[src/rtl/fpu_err_irq_pkg.sv]
package fpu_err_irq_pkg;
   typedef enum logic [1:0] {
      ST_IDLE = 2'd0,
      ST_REQ  = 2'd1,
      ST_IGN  = 2'd2
   } fei_state_e;
endpackage

[src/rtl/fpu_err_sync.sv]
module fpu_err_sync #(
   parameter int   STAGES    = 2,
   parameter logic RESET_VAL = 1'b1
) (
   input  logic clk,
   input  logic rst,
   input  logic d_i,
   output logic q_o
);
   if (STAGES < 2) begin : g_bad_stages
      $error("fpu_err_sync: STAGES must be at least 2");
   end

   logic [STAGES-1:0] chain_q;

   always_ff @(posedge clk) begin
      if (rst) chain_q <= {STAGES{RESET_VAL}};
      else     chain_q <= {chain_q[STAGES-2:0], d_i};
   end

   assign q_o = chain_q[STAGES-1];
endmodule

[src/rtl/fpu_err_port_dec.sv]
module fpu_err_port_dec #(
   parameter int              ADDR_W    = 16,
   parameter logic [ADDR_W-1:0] PORT_ADDR = 'h00F0
) (
   input  logic              io_wr_i,
   input  logic [ADDR_W-1:0] io_addr_i,
   output logic              hit_o
);
   always_comb hit_o = io_wr_i && (io_addr_i == PORT_ADDR);
endmodule

[src/rtl/fpu_err_fsm.sv]
module fpu_err_fsm
   import fpu_err_irq_pkg::*;
(
   input  logic clk,
   input  logic rst,
   input  logic mode_i,
   input  logic err_i,
   input  logic clr_i,
   output logic req_o,
   output logic ign_o
);
   fei_state_e st_q, st_d;

   always_comb begin
      st_d = st_q;
      if (!mode_i || !err_i) begin
         st_d = ST_IDLE;
      end else begin
         case (st_q)
            ST_IDLE: st_d = ST_REQ;
            ST_REQ:  if (clr_i) st_d = ST_IGN;
            ST_IGN:  st_d = ST_IGN;
            default: st_d = ST_IDLE;
         endcase
      end
   end

   always_ff @(posedge clk) begin
      if (rst) st_q <= ST_IDLE;
      else     st_q <= st_d;
   end

   assign req_o = (st_q == ST_REQ);
   assign ign_o = (st_q == ST_IGN);
endmodule

[src/rtl/fpu_err_irq.sv]
module fpu_err_irq #(
   parameter int                CFG_W       = 8,
   parameter int                MODE_BIT    = 5,
   parameter int                ADDR_W      = 16,
   parameter logic [ADDR_W-1:0] PORT_ADDR   = 'h00F0,
   parameter int                SYNC_STAGES = 2
) (
   input  logic              clk,
   input  logic              rst,
   input  logic              err_n_i,
   input  logic [CFG_W-1:0]  cfg_i,
   input  logic              io_wr_i,
   input  logic [ADDR_W-1:0] io_addr_i,
   output logic              irq13_o,
   output logic              intr_o,
   output logic              ignne_n_o
);
   if (MODE_BIT < 0 || MODE_BIT >= CFG_W) begin : g_bad_mode
      $error("fpu_err_irq: MODE_BIT outside cfg_i");
   end

   logic err_n_s;
   logic err_act;
   logic mode_on;
   logic wr_hit;
   logic req;
   logic ign;

   fpu_err_sync #(.STAGES(SYNC_STAGES), .RESET_VAL(1'b1)) u_sync (
      .clk (clk),
      .rst (rst),
      .d_i (err_n_i),
      .q_o (err_n_s)
   );

   fpu_err_port_dec #(.ADDR_W(ADDR_W), .PORT_ADDR(PORT_ADDR)) u_dec (
      .io_wr_i   (io_wr_i),
      .io_addr_i (io_addr_i),
      .hit_o     (wr_hit)
   );

   assign err_act = ~err_n_s;
   assign mode_on = cfg_i[MODE_BIT];

   fpu_err_fsm u_fsm (
      .clk    (clk),
      .rst    (rst),
      .mode_i (mode_on),
      .err_i  (err_act),
      .clr_i  (wr_hit),
      .req_o  (req),
      .ign_o  (ign)
   );

   assign irq13_o   = req;
   assign intr_o    = req;
   assign ignne_n_o = ~ign;
endmodule

[config.mk]
export PLATFORM = sky130hd
export DESIGN_NAME = fpu_err_irq
export DESIGN_NICKNAME = d
export VERILOG_FILES = /design/src/rtl/fpu_err_irq_pkg.sv /design/src/rtl/fpu_err_sync.sv /design/src/rtl/fpu_err_port_dec.sv /design/src/rtl/fpu_err_fsm.sv /design/src/rtl/fpu_err_irq.sv
export SDC_FILE = /design/constraint.sdc
export NUM_CORES = 1
export LEC_CHECK = 0
export BUFFER_PORTS_ARGS = -buffer_cell sky130_fd_sc_hd__clkbuf_2
export CAP_MARGIN = 40
export CELL_PAD_IN_SITES_DETAIL_PLACEMENT = 0
export CELL_PAD_IN_SITES_GLOBAL_PLACEMENT = 1
export CORE_MARGIN = 2
export CORE_UTILIZATION = 20
export CTS_CLUSTER_SIZE = 12
export DETAILED_ROUTE_END_ITERATION = 16
export PLACE_DENSITY_LB_ADDON = 0.2
export SETUP_SLACK_MARGIN = 0.2
export SYNTH_ARGS = -nofsm -noshare
export SYNTH_HDL_FRONTEND = slang
export SYNTH_SLANG_ARGS = --single-unit
[constraint.sdc]
create_clock -name clk -period 1.8 [get_ports clk]
set_input_delay 0.45 -clock clk [delete_from_list [all_inputs] [get_ports clk]]
set_output_delay 0.45 -clock clk [all_outputs]
set_load 0.05 [all_outputs]
==> impl_metrics.tcl <==
set metrics [dict create \
    min_path_type "in2reg" \
    port_buffers 23 \
    die_width_um 42.0 \
    ctsHtreeMaxLevel 1 \
    die_h_um 42.0 \
    final_area_um2 443 \
    avgSynthCellArea_um2 8.50 \
    start_util 0.219 \
    path_max_fanout 3 \
    die_area_mm2 0.00177 \
    num_vias 325 \
    layout_common_cells "20 x clkbuf_2, 4 x inv_1, 4 x dfxtp_1, 3 x clkbuf_4" \
    ys_seq_elements 4 \
    path_delay_family "buffers and inverters" \
    nFillCells 154 \
    drv_slew 0 \
    slowest_delay_ns 0.30 \
    cts_made_buffers 3 \
    fin_crit_sh 0.850 \
    drv_cap 0 \
    syn-cell-area_um2 289 \
    antenna_found_initial 0 \
    placedCellCount 71 \
    critPathKind "reg2out" \
    synth_seq_area_share 0.277 \
    relSlewSlack 0.694 \
    max_clock_freq_mhz 654 \
    wire_per_inst_um 8.31 \
    clockBufferDepth 2 \
    cts.sinks 4 \
    cp.arrival_ns 1.08 \
    min_period_ns 1.53 \
    dpl_cell_area_um2 418 \
    crit_slowest_cell "dfxtp_1" \
    io_pins 31 \
    worstSkewPairLatency_ns 0.23 \
    setup_viol 0 \
    cts_tree "done" \
    grt_overflow 0 \
    cp-end-kind "primary output" \
    wirelength_um 615 \
    synth_nets 65 \
    via_per_inst 4.39 \
    coreArea_mm2 0.00132 \
    first_global_vias 249 \
    worst_pin_slew_ns 0.458 \
    track_usage 0.0726 \
    grt_max_degree 5 \
    grt_pass1_wl_um 938 \
    crit_required_ns 1.35 \
    startpoint_type "flop" \
    diodes 0 \
    rows 13 \
    finClkSkew_ns 0.00114 \
    dr.first_iter.drc_count 1 \
    nets 92 \
    layoutNonFillerInstCount 74 \
    fin_tns_setup_ns 0 \
    power_density_mw_per_mm2 528 \
    drive_gt1_frac 0.525 \
    first_pass_iters 3 \
    final_common_cell "clkbuf_2" \
    place.gp.congestion 0.623 \
    irDropWorstVdd_uv 396 \
    status "finished clean" \
    rsz0062_at_grt "yes" \
    cts_hold_buf 0 \
    path_buf_inv 2 \
    cts.clk_slew.worst_paths_ns 0.03 \
    ant_nets 0 \
    area_growth_pct 53.2 \
    hold_viol_final 0 \
    synthCells 34 \
    yosys_warnings 0 \
    synth_cell_types 20 \
    cts_root_buffer "clkbuf_4" \
    cp_cell_sequence "inv_1, ha_2, buf_2" \
    p_leak_nw 0.199 \
    drc 0 \
]
[what timing repair did]
action | 4_1_cts | 5_1_grt
endpoints found under the hold margin | 0 | 0
gates resized for setup | 1 | 3
pin swaps | 0 | 0
cloned | 0 | 0
endpoints found under the setup margin | 1 | 3
setup buffers | 0 | 0
[flip-flops by register name, summed over array words and instances (netlist names)]
register and cells:
u_fsm.st_q 2, u_sync.chain_q 2
[cell type report]
class	count	area, um2	area share
sequential	4	80.1	0.181
clock buffer	3	22.5	0.0508
timing repair buffer	23	118	0.266
multi-input combinational	25	189	0.427
inverter	4	15.0	0.0339
tap	15	18.8	0.0424
[cells by family after synthesis]
| family | share of synthesized area |
|---|---|
| buffers and inverters | 0.0779 |
| AOI/OAI and AO/OA | 0.0606 |
| and+or+nand+nor | 0.455 |
| adders and majority gates | 0.130 |
| DFF | 0.277 |
[report_power, final]
group	switching, W	total [W]	internal (W)	leakage, nW
combinational	0.0000125	0.0000336	0.0000211	0.152
clock	0.0000336	0.000108	0.0000743	0.0138
sequential	0.000000754	0.0000924	0.0000917	0.0328
[worst register-to-register path: stages (launching register included)]
cell	delay, ns
dfxtp_1	0.30
inv_1	0.10
ha_2	0.19
inv_1	0.07
nor3_1	0.24
a32oi_1	0.09
nand3_1	0.11
[final timing paths]
check	startpoint	endpoint	slack, ns	depth (start not counted)
worst max-delay path	u_fsm.st_q[1]$_SDFFE_PP0P_	intr_o	0.27	3
worst min-delay path	err_n_i	u_sync.chain_q[0]$_SDFF_PP1_	0.40	2
worst max register to register	u_fsm.st_q[1]$_SDFFE_PP0P_	u_fsm.st_q[0]$_SDFFE_PP0P_	0.63	6
worst min register to register	u_sync.chain_q[0]$_SDFF_PP1_	u_sync.chain_q[1]$_SDFF_PP1_	0.40	1
[metal layers]
| layer | vias to the layer above | wire length (um) | GRT usage |
|---|---|---|---|
| met4 | 0 | 0 | 0.0563 |
| met3 | 0 | 94 | 0.0431 |
| met1 | 132 | 267 | 0.0827 |
| met2 | 20 | 254 | 0.0969 |
| met5 | - | 0 | 0 |
| li1 | 173 | - | - |
[synth_stat cells]
cell      n  area share
a32oi_1   2       0.061
nand3_1   2       0.035
nor3_1    2       0.035
or3_1     1       0.022
or4_1     1       0.026
dfxtp_1   4        0.28
nor2_1    1       0.013
ha_1      3        0.13
nand2_1   1       0.013
or3b_1    1       0.030
inv_1     4       0.052
nand2b_1  2       0.043
or2_2     2       0.043
or2_0     1       0.022
buf_4     1       0.026
nor3_2    1       0.035
nor3b_1   1       0.026
nand4b_1  1       0.030
or4_4     1       0.039
nand4_1   2       0.043
[per-stage QoR]
stage                     total power (W)   util  worst slack (ns)  hold WS (ns)
after CTS                        0.000242  0.336             0.232         0.390
after detailed placement         0.000128  0.317             0.107         0.397
final                            0.000234  0.336             0.270         0.399
after global routing             0.000254  0.336             0.192         0.398
after global placement           0.000128  0.317             0.112         0.392
after floorplan                  0.000106      -             0.278         0.389
Power figures use the tool's default switching activity.
